===== src/rtl/bbs_pkg.sv =====
package bbs_pkg;

    typedef enum logic [2:0] {
        ST_IDLE  = 3'd0,
        ST_ADDR  = 3'd1,
        ST_DATA  = 3'd2,
        ST_RECOV = 3'd3,
        ST_HOLD  = 3'd4,
        ST_ISOL  = 3'd5
    } bus_state_e;

    typedef struct packed {
        logic write;
        logic lock;
    } req_ctl_t;

    function automatic logic bus_released(bus_state_e s);
        return (s == ST_HOLD) || (s == ST_ISOL);
    endfunction

    function automatic logic hold_wins(logic hold, logic lock);
        return hold && !lock;
    endfunction

endpackage


===== src/rtl/bbs_next_state.sv =====
module bbs_next_state
    import bbs_pkg::*;
(
    input  bus_state_e st_i,
    input  logic       first_i,
    input  logic       isol_i,
    input  logic       req_i,
    input  logic       hold_i,
    input  logic       lock_i,
    input  logic       rdy_i,
    input  logic       last_i,
    output bus_state_e nxt_o
);
    always_comb begin
        nxt_o = st_i;
        unique case (st_i)
            ST_IDLE: begin
                if (first_i && isol_i)
                    nxt_o = ST_ISOL;
                else if (req_i && !hold_wins(hold_i, lock_i))
                    nxt_o = ST_ADDR;
                else if (hold_wins(hold_i, lock_i))
                    nxt_o = ST_HOLD;
                else
                    nxt_o = ST_IDLE;
            end
            ST_ADDR:  nxt_o = ST_DATA;
            ST_DATA:  nxt_o = (rdy_i && last_i) ? ST_RECOV : ST_DATA;
            ST_RECOV: begin
                if (rdy_i)
                    nxt_o = ST_RECOV;
                else if (hold_wins(hold_i, lock_i))
                    nxt_o = ST_HOLD;
                else if (req_i)
                    nxt_o = ST_ADDR;
                else
                    nxt_o = ST_IDLE;
            end
            ST_HOLD: begin
                if (hold_i)
                    nxt_o = ST_HOLD;
                else if (req_i)
                    nxt_o = ST_ADDR;
                else
                    nxt_o = ST_IDLE;
            end
            ST_ISOL:  nxt_o = ST_ISOL;
            default:  nxt_o = ST_IDLE;
        endcase
    end
endmodule


===== src/rtl/bbs_req_reg.sv =====
module bbs_req_reg
    import bbs_pkg::*;
#(
    parameter int unsigned ADDR_W = 32
) (
    input  logic              clk,
    input  logic              rst,
    input  logic              load_i,
    input  logic [ADDR_W-1:0] addr_i,
    input  req_ctl_t          ctl_i,
    output logic [ADDR_W-1:0] addr_o,
    output req_ctl_t          ctl_o
);
    always_ff @(posedge clk) begin
        if (rst) begin
            addr_o <= '0;
            ctl_o  <= '0;
        end else if (load_i) begin
            addr_o <= addr_i;
            ctl_o  <= ctl_i;
        end
    end
endmodule


===== src/rtl/bbs_beat_ctr.sv =====
module bbs_beat_ctr #(
    parameter int unsigned LEN_W = 2
) (
    input  logic             clk,
    input  logic             rst,
    input  logic             load_i,
    input  logic [LEN_W-1:0] len_i,
    input  logic             in_data_i,
    input  logic             rdy_i,
    output logic [LEN_W-1:0] beat_o,
    output logic             final_o
);
    logic [LEN_W-1:0] remain_q;
    logic             step;

    assign final_o = (remain_q == '0);
    assign step    = in_data_i && rdy_i && !final_o;

    always_ff @(posedge clk) begin
        if (rst) begin
            remain_q <= '0;
            beat_o   <= '0;
        end else if (load_i) begin
            remain_q <= len_i;
            beat_o   <= '0;
        end else if (step) begin
            remain_q <= remain_q - 1'b1;
            beat_o   <= beat_o + 1'b1;
        end
    end
endmodule


===== src/rtl/burst_bus_seq.sv =====
module burst_bus_seq
    import bbs_pkg::*;
#(
    parameter int unsigned ADDR_W    = 32,
    parameter int unsigned MAX_WORDS = 4,
    localparam int unsigned LEN_W    = (MAX_WORDS > 1) ? $clog2(MAX_WORDS) : 1
) (
    input  logic              clk,
    input  logic              rst,
    input  logic              isol_i,
    input  logic              req_valid_i,
    input  logic [ADDR_W-1:0] req_addr_i,
    input  logic              req_write_i,
    input  logic [LEN_W-1:0]  req_len_i,
    input  logic              req_lock_i,
    output logic              req_accept_o,
    input  logic              rdy_i,
    input  logic              hold_req_i,
    output logic              hold_ack_o,
    output logic [2:0]        state_o,
    output logic              drive_en_o,
    output logic [ADDR_W-1:0] bus_addr_o,
    output logic              bus_write_o,
    output logic [LEN_W-1:0]  beat_o,
    output logic              last_o
);
    bus_state_e        state_q, state_d;
    logic              first_q;
    logic              load;
    logic              lock_act;
    logic              final_word;
    logic [ADDR_W-1:0] addr_q;
    req_ctl_t          ctl_q, ctl_in;

    always_ff @(posedge clk) begin
        if (rst) begin
            state_q <= ST_IDLE;
            first_q <= 1'b1;
        end else begin
            state_q <= state_d;
            first_q <= 1'b0;
        end
    end

    bbs_next_state u_next (
        .st_i    (state_q),
        .first_i (first_q),
        .isol_i  (isol_i),
        .req_i   (req_valid_i),
        .hold_i  (hold_req_i),
        .lock_i  (lock_act),
        .rdy_i   (rdy_i),
        .last_i  (final_word),
        .nxt_o   (state_d)
    );

    assign load          = !rst && (state_d == ST_ADDR) && (state_q != ST_ADDR);
    assign ctl_in.write  = req_write_i;
    assign ctl_in.lock   = req_lock_i;
    assign lock_act      = ctl_q.lock;

    bbs_req_reg #(.ADDR_W(ADDR_W)) u_req (
        .clk    (clk),
        .rst    (rst),
        .load_i (load),
        .addr_i (req_addr_i),
        .ctl_i  (ctl_in),
        .addr_o (addr_q),
        .ctl_o  (ctl_q)
    );

    bbs_beat_ctr #(.LEN_W(LEN_W)) u_beat (
        .clk       (clk),
        .rst       (rst),
        .load_i    (load),
        .len_i     (req_len_i),
        .in_data_i (state_q == ST_DATA),
        .rdy_i     (rdy_i),
        .beat_o    (beat_o),
        .final_o   (final_word)
    );

    assign req_accept_o = load;
    assign state_o      = state_q;
    assign hold_ack_o   = (state_q == ST_HOLD);
    assign drive_en_o   = !bus_released(state_q);
    assign bus_addr_o   = drive_en_o ? addr_q : '0;
    assign bus_write_o  = drive_en_o && ctl_q.write;
    assign last_o       = (state_q == ST_DATA) && final_word;

endmodule


===== config.mk =====
export PLATFORM = sky130hd
export DESIGN_NAME = burst_bus_seq
export DESIGN_NICKNAME = d
export VERILOG_FILES = /design/src/rtl/bbs_pkg.sv /design/src/rtl/bbs_next_state.sv /design/src/rtl/bbs_req_reg.sv /design/src/rtl/bbs_beat_ctr.sv /design/src/rtl/burst_bus_seq.sv
export SDC_FILE = /design/constraint.sdc
export NUM_CORES = 1
export LEC_CHECK = 0
export BUFFER_PORTS_ARGS = -buffer_cell sky130_fd_sc_hd__buf_2
export CAP_MARGIN = 30
export CORE_MARGIN = 2
export CORE_UTILIZATION = 40
export CTS_CLUSTER_DIAMETER = 80
export DETAILED_ROUTE_END_ITERATION = 16
export HOLD_SLACK_MARGIN = 0.15
export PLACE_DENSITY = 0.65
export SKIP_LAST_GASP = 1
export SLEW_MARGIN = 20
export SYNTH_ARGS = -nofsm -noshare
export SYNTH_HDL_FRONTEND = slang
export SYNTH_HIERARCHICAL = 1
export SYNTH_SLANG_ARGS = --single-unit
export TNS_END_PERCENT = 50

===== constraint.sdc =====
create_clock -name clk -period 4.7 [get_ports clk]
set_clock_uncertainty 0.2 [all_clocks]
set_input_delay 0.47 -clock clk [delete_from_list [all_inputs] [get_ports clk]]
set_output_delay 0.47 -clock clk [all_outputs]
set_load 0.005 [all_outputs]

## Word level (Yosys, flattened, before mapping)

Index checks and enable logic that the tools add are counted.

| cells by class | value |
|---|---|
| add/sub/neg operators | 2 |
| equality and inequality tests | 7 |
| muxes and demuxes | 13 |
| reduce and logical (&&, ||, !) cells | 20 |

Operator list:

| cell | number |
|---|---|
| 32-bit two-way mux | 1 |
| 3-bit two-way mux | 6 |
| 3-bit one-hot mux with 6 select lines | 1 |
| 1-bit logical AND | 10 |
| 3-bit by 1-bit equality test with 1-bit output, second input constant | 2 |
| 3-bit by 2-bit equality test with 1-bit output, second input constant | 2 |
| 3-bit equality test, second input constant | 2 |
| 1-bit zero test | 5 |
| 2-bit two-way mux | 2 |
| 3-bit zero test | 1 |
| 1-bit two-way mux | 3 |
| 3-bit by 1-bit inequality test with 1-bit output, second input constant | 1 |
| 2-bit by 1-bit adder with 2-bit output, second input constant | 1 |
| 2-bit zero test | 1 |
| 2-bit nonzero test | 1 |
| 2-bit OR reduction | 1 |
| 2-bit by 1-bit subtractor with 2-bit output, second input constant | 1 |
| 1-bit logical OR | 1 |

| storage, ports and cells | value |
|---|---|
| register bits | 42 |
| bits of input ports | 42 |
| output and inout bits | 42 |
| word-level logic and storage cells | 49 |

## Depth between registers and ports, before layout

| logic depth | value |
|---|---|
| depth after elaboration | 11 |
| depth in mapped cells | 11 |
| mapped depth without buffers | 9 |

## Cells and area by module

Netlist, hierarchy kept.

By module, submodules not included:

| module | instances | cells each | area each (um^2) | seq. area each (um^2) |
|---|---|---|---|---|
| bbs_req_reg | 1 | 110 | 1238.7 | 680.7 |
| burst_bus_seq | 1 | 49 | 429.2 | 80.1 |
| bbs_beat_ctr | 1 | 21 | 212.7 | 80.1 |
| bbs_next_state | 1 | 19 | 136.4 | 0.0 |

## Worst setup path before layout

Ideal clock, no wire load.

| timing | value |
|---|---|
| path kind | reg2reg |
| start point | register u_beat.remain_q[0] |
| end point | register u_req.addr_o[0] |
| library setup time | 117 ps |
| arrival time | 2507 ps |
| required time | 4383 ps |
| slack | 1876 ps |
| stages on the path, launching flop included | 12 |
| path buffers | 2 |
| cells stage by stage | dfxtp_1 -> inv_1 -> ha_1 -> and4bb_2 -> nand2_1 -> o2111ai_1 -> nor2b_1 -> nor4b_1 -> buf_6 -> buf_12 -> mux2i_1 -> nor2_1 |

| between the ends | value |
|---|---|
| cells in the longest elaborated chain, start to end | 7 |

RTL lines:

| element | RTL line | source |
|---|---|---|
| from (decl) | bbs_beat_ctr.sv:13 | `logic [LEN_W-1:0] remain_q;` |
| from (signal assigned) | bbs_beat_ctr.sv:24 | `remain_q <= len_i;` |
| from (signal assigned) | bbs_beat_ctr.sv:27 | `remain_q <= remain_q - 1'b1;` |
| 2-bit zero test | bbs_beat_ctr.sv:16 | `assign final_o = (remain_q == '0);` |
| via final_word | burst_bus_seq.sv:31 | `logic final_word;` |
| 1-bit logical AND | bbs_next_state.sv:28 | `ST_DATA: nxt_o = (rdy_i && last_i) ? ST_RECOV : ST_DATA;` |
| 1-bit two-way mux | bbs_next_state.sv:28 |  |
| 3-bit one-hot mux with 6 select lines | bbs_next_state.sv:16 | `unique case (st_i)` |
| via state_d[0] | burst_bus_seq.sv:27 | `bus_state_e state_q, state_d;` |
| 3-bit by 1-bit equality test with 1-bit output | burst_bus_seq.sv:57 | `assign load = !rst && (state_d == ST_ADDR) && (state_q != ST_ADDR);` |
| 1-bit logical AND (2 in a row) | burst_bus_seq.sv:57 |  |
| via req_accept_o | burst_bus_seq.sv:16 | `output logic req_accept_o,` |
| to (signal assigned) | bbs_req_reg.sv:19 | `addr_o <= addr_i;` |
| to (decl) | bbs_req_reg.sv:11 | `output logic [ADDR_W-1:0] addr_o,` |

The timed path passes the listed nets, and every way through them passes these cells.
A chain may end at the register's enable or synchronous reset.

## Worst setup path in the final report

| timing | value |
|---|---|
| start point | register u_beat.remain_q[0] |
| end point | output port req_accept_o |

| between the ends | value |
|---|---|
| cells in the longest elaborated chain, start to end | 7 |

RTL lines:

| element | RTL line |
|---|---|
| 2-bit zero test | bbs_beat_ctr.sv:16 |
| via final_word | burst_bus_seq.sv:31 |
| 1-bit logical AND | bbs_next_state.sv:28 |
| 1-bit two-way mux | bbs_next_state.sv:28 |
| 3-bit one-hot mux with 6 select lines | bbs_next_state.sv:16 |
| via state_d[0] | burst_bus_seq.sv:27 |
| 3-bit by 1-bit equality test with 1-bit output | burst_bus_seq.sv:57 |
| 1-bit logical AND (2 in a row) | burst_bus_seq.sv:57 |
| to (decl) | burst_bus_seq.sv:16 |

The timed path passes the listed nets, and every way through them passes these cells.

==> report_table.html <==
<table>
<tr><th>Metric</th><th>Value</th></tr>
<tr><th colspan="2">Route</th></tr>
<tr><td>Number of DRC violations after detailed-routing iteration 0</td><td>75</td></tr>
<tr><td>Final routed wire length divided by cell count</td><td>11.29 um</td></tr>
<tr><td>Total length of routed wires</td><td>3.930 mm</td></tr>
<tr><td>Vias after detailed routing</td><td>1556</td></tr>
<tr><td>Count of antenna-violating nets left after detailed routing</td><td>0</td></tr>
<tr><td>First-pass iteration count of the detailed router</td><td>4</td></tr>
<tr><td>Drt via density</td><td>4.471</td></tr>
<tr><td>DRC viols</td><td>0</td></tr>
<tr><th colspan="2">Logic synthesis</th></tr>
<tr><td>Dominant combinational cell family by area after synthesis</td><td>simple AND/OR/NAND/NOR gates</td></tr>
<tr><td>Number of warnings issued by yosys</td><td>6</td></tr>
<tr><td>Simple-gate area share of the yosys netlist</td><td>28.41%</td></tr>
<tr><td>Largest cells by area after synthesis</td><td>dfxtp_1, mux2i_1, and2_4</td></tr>
<tr><td>Post-synth design cell area</td><td>2017 sq um</td></tr>
<tr><td>Top FF cell, synth</td><td>dfxtp_1</td></tr>
<tr><td>Sequential-to-total area share from yosys stat</td><td>41.69%</td></tr>
<tr><td>Fraction of synthesized cell area taken by the top area cell type</td><td>41.69%</td></tr>
<tr><td>Post-synthesis xor/xnor area fraction</td><td>1.303%</td></tr>
<tr><td>Async SR Flop Fraction</td><td>0%</td></tr>
<tr><td>Count of distinct cell types in the synthesized netlist</td><td>37</td></tr>
<tr><td>Flip-flop and latch count after synthesis</td><td>42</td></tr>
<tr><td>Share of cell area taken by muxes after synthesis</td><td>16.87%</td></tr>
<tr><td>Most area-hungry cell type in the Yosys netlist</td><td>dfxtp_1</td></tr>
<tr><td>Mean instance size in the synthesized netlist</td><td>10.14 sq um</td></tr>
<tr><td>Synthesized instance count</td><td>199</td></tr>
<tr><td>Compound-cell area share of the yosys netlist</td><td>4.218%</td></tr>
<tr><td>Number of enable-type register cells in the synthesized netlist</td><td>0</td></tr>
<tr><td>Post-synth net total</td><td>242</td></tr>
<tr><td>Adder and majority gate portion of the synthesized area</td><td>0.6203%</td></tr>
<tr><th colspan="2">Floorplan</th></tr>
<tr><td>Full die area</td><td>5627 sq um</td></tr>
<tr><td>Initial Utilization</td><td>42.14%</td></tr>
<tr><td>Y dimension of the die</td><td>75.01 um</td></tr>
<tr><td>Die span in x</td><td>75.01 um</td></tr>
<tr><td>Num rows</td><td>25</td></tr>
<tr><td>Total I/O pin count</td><td>84</td></tr>
<tr><td>Area of the placeable core</td><td>4786 sq um</td></tr>
<tr><th colspan="2">Power</th></tr>
<tr><td>Clock group share of total power</td><td>33.3%</td></tr>
<tr><td>Worst vdd ir</td><td>0.1680 mV</td></tr>
<tr><td>Internal power</td><td>0.0006190 W</td></tr>
<tr><td>Switching share of power</td><td>25.18%</td></tr>
<tr><td>Ratio of total power to cell area</td><td>327.8 nW/um^2</td></tr>
<tr><td>Part of the total power dissipated in combinational logic</td><td>19.0%</td></tr>
<tr><td>LEAKAGE</td><td>1.173 nW</td></tr>
<tr><td>Sequential share of power</td><td>47.6%</td></tr>
<tr><td>Net load switching power</td><td>0.0002083 W</td></tr>
<tr><th colspan="2">Setup path</th></tr>
<tr><td>Startpoint class of the critical path</td><td>register</td></tr>
<tr><td>Capturing element type of the critical path</td><td>output pin</td></tr>
<tr><td>Largest fanout on the critical path</td><td>21</td></tr>
<tr><td>Data arrival at the endpoint of the critical path</td><td>2260 ps</td></tr>
<tr><td>CP bufs+invs</td><td>3</td></tr>
<tr><td>Critical path class</td><td>register to output pin</td></tr>
<tr><td>Stage delay of the slowest cell on the critical path</td><td>360 ps</td></tr>
<tr><td>Crit-path leading delay family</td><td>simple AND/OR/NAND/NOR gates</td></tr>
<tr><td>Required time at the endpoint of the critical path</td><td>4030 ps</td></tr>
<tr><td>Crit path max-delay cell type</td><td>buf_4</td></tr>
<tr><td>Critical Path, Cell by Cell</td><td>inv_1 &gt; ha_1 &gt; and4bb_2 &gt; nand2_1 &gt; o2111ai_1 &gt; nor2b_1 &gt; nor4b_2 &gt; buf_4 &gt; buf_2</td></tr>
<tr><th colspan="2">Global routing</th></tr>
<tr><td>Met2 capacity usage during global routing</td><td>23.88%</td></tr>
<tr><td>Vias in the first global route</td><td>1381</td></tr>
<tr><td>Antenna violations before repair</td><td>0</td></tr>
<tr><td>Global router's overall resource usage</td><td>14.57%</td></tr>
<tr><td>Maximum number of pins on one net before global-route repair</td><td>43</td></tr>
<tr><td>Most used routing layer</td><td>met2</td></tr>
<tr><td>GRT met3 Usage</td><td>4.819%</td></tr>
<tr><td>Met1 Resource Use GR</td><td>17.69%</td></tr>
<tr><td>Global route overflow</td><td>0</td></tr>
<tr><td>First-pass GRT wire length</td><td>6.175 mm</td></tr>
<tr><th colspan="2">Timing</th></tr>
<tr><td>Crit path setup slack, layout</td><td>1773 ps</td></tr>
<tr><td>Final max-slew violation count</td><td>0</td></tr>
<tr><td>Transition time of the tightest slew-check pin</td><td>736.2 ps</td></tr>
<tr><td>Setup_tns</td><td>0 ps</td></tr>
<tr><td>Final count of hold timing violations</td><td>0</td></tr>
<tr><td>Unrepaired setup endpoints after global routing</td><td>false</td></tr>
<tr><td>Upper clock frequency limit</td><td>0.3417 GHz</td></tr>
<tr><td>Number of endpoints failing setup at the final stage</td><td>0</td></tr>
<tr><td>Final clock period utilization by the worst path</td><td>62.27%</td></tr>
<tr><td>Post-layout minimum cycle time</td><td>2927 ps</td></tr>
<tr><td>Slew margin rel.</td><td>50.92%</td></tr>
<tr><th colspan="2">Placed design</th></tr>
<tr><td>Dpl ws</td><td>2119 ps</td></tr>
<tr><td>Detailed placer's ending HPWL</td><td>2.730 mm</td></tr>
<tr><td>Number of I/O port buffers</td><td>83</td></tr>
<tr><td>Gpl congestion</td><td>0.7314</td></tr>
<tr><th colspan="2">Clock network</th></tr>
<tr><td>Post-CTS setup buffer count</td><td>0</td></tr>
<tr><td>CTS buffer count</td><td>5</td></tr>
<tr><td>Number of sinks driven by the clock tree</td><td>42</td></tr>
<tr><td>Number of levels in the clock H-tree</td><td>2</td></tr>
<tr><td>Worst-skew pair later-pin latency</td><td>290 ps</td></tr>
<tr><td>Cts hold-fix bufs</td><td>0</td></tr>
<tr><td>Clock transition at path regs</td><td>80 ps</td></tr>
<tr><td>Root buffer cell</td><td>clkbuf_8</td></tr>
<tr><td>Post-CTS sizing</td><td>0</td></tr>
<tr><td>TritonCTS clock tree</td><td>yes</td></tr>
<tr><td>Maximum buffer depth of the clock tree</td><td>2</td></tr>
<tr><th colspan="2">Status</th></tr>
<tr><td>Status</td><td>finished, final reports clean</td></tr>
<tr><th colspan="2">Cells and area</th></tr>
<tr><td>Filler Cell Count</td><td>474</td></tr>
<tr><td>Layout area overhead</td><td>25.12%</td></tr>
<tr><td>Final-stage net count</td><td>323</td></tr>
<tr><td># diodes</td><td>0</td></tr>
<tr><td>Fraction of final layout cells with drive strength greater than 1</td><td>41.28%</td></tr>
<tr><td>Multi-input gate area in the final layout</td><td>1044 sq um</td></tr>
<tr><td>Sequential cell area in the final layout</td><td>840.8 sq um</td></tr>
<tr><th colspan="2">Worst hold path</th></tr>
<tr><td>Hold/Removal Path Class</td><td>input pin to register</td></tr>
<tr><th colspan="2">Flow run</th></tr>
<tr><td>Reported max-cap violation count</td><td>0</td></tr>
</table>
-- Yosys cell counts (3+ instances only) --
cell      n
buf_2     3
inv_1     4
buf_6     4
and2_1   17
dfxtp_1  42
nand2_1   4
nor2b_1   3
mux2i_1  34
buf_12    3
nor3_1    3
and2_4   17
nor2_1   37
-- power groups by stage --
stage,logic (W),registers [W],clock network [W]
after global routing,0.000176,0.000398,0.000300
after detailed placement,0.000160,0.000402,0
final,0.000158,0.000394,0.000276
after CTS,0.000160,0.000394,0.000288
after floorplan,0.000123,0.000399,0
after global placement,0.000160,0.000402,0
-- stage by stage --
step                       power, W  instance area (sq um)  util (%)  hold WS (ps)  instances
final                     0.0008273                   2524     52.73         210.3        348
after CTS                 0.0008421                   2524     52.73         197.4        348
after global routing      0.0008746                   2524     52.73         209.4        348
after floorplan           0.0005213                   2017         -         251.5        199
after detailed placement  0.0005619                   2414     50.43         276.9        340
after global placement    0.0005615                   2414     50.43         264.3        340
-- routing by layer --
metal | up-vias | share of wire [%]
met1 | 682 | 46
met5 | - | 0
met3 | 6 | 7.1
met2 | 51 | 46
met4 | 0 | 0.99
li1 | 817 | -
-- logic make-up after synthesis --
logic type | Yosys count
and+or+nand+nor | 94
DFF | 42
muxes | 34
buffers and inverters | 15
AOI/OAI and AO/OA | 10
xor gates and xnor gates | 3
adders and majority gates | 1
-- cell usage in the layout (no fill, tap or decap), types with 2 or more instances in the layout --
cell	count
clkbuf_8	5
a21oi_1	2
buf_4	2
buf_2	83
dfxtp_1	42
nor2_1	37
and2_4	17
and2_1	17
nor2b_1	3
nor3_1	3
nand2_1	4
mux2i_1	34
nor3b_1	2
inv_1	4
xor2_1	2
-- tightest hold or removal path, stage by stage --
cell and delay [ps]:
buf_2 70, mux2i_1 50, nor2_1 70
-- flip-flops by register name, summed over array words and instances (netlist names) --
signal           cells
u_req/addr_o        32
state_o              3
u_beat/beat_o        2
u_req/ctl_o          2
first_q              1
u_beat/remain_q      2
-- final cells by class --
| class | count | area share, % |
|---|---|---|
| Multi-Input combinational cell | 142 | 41.35 |
| Inverter | 4 | 0.5949 |
| Timing Repair Buffer | 85 | 17.06 |
| Clock buffer | 6 | 2.876 |
| Clock inverter | 2 | 1.487 |
| Tap cell | 67 | 3.322 |
| Sequential cell | 42 | 33.32 |
-- path summary, 6_finish.rpt --
check	end	slack, ps	from	cells after the start
max	req_accept_o	1770	u_beat/remain_q[0]	9
min	u_req/ctl_o[0]	210	req_lock_i	3
max reg2reg	u_req/addr_o[11]	2270	u_beat/remain_q[0]	10
min reg2reg	u_req/addr_o[29]	290	u_req/addr_o[29]	2
No activity file was read; power rests on OpenSTA's default activity.
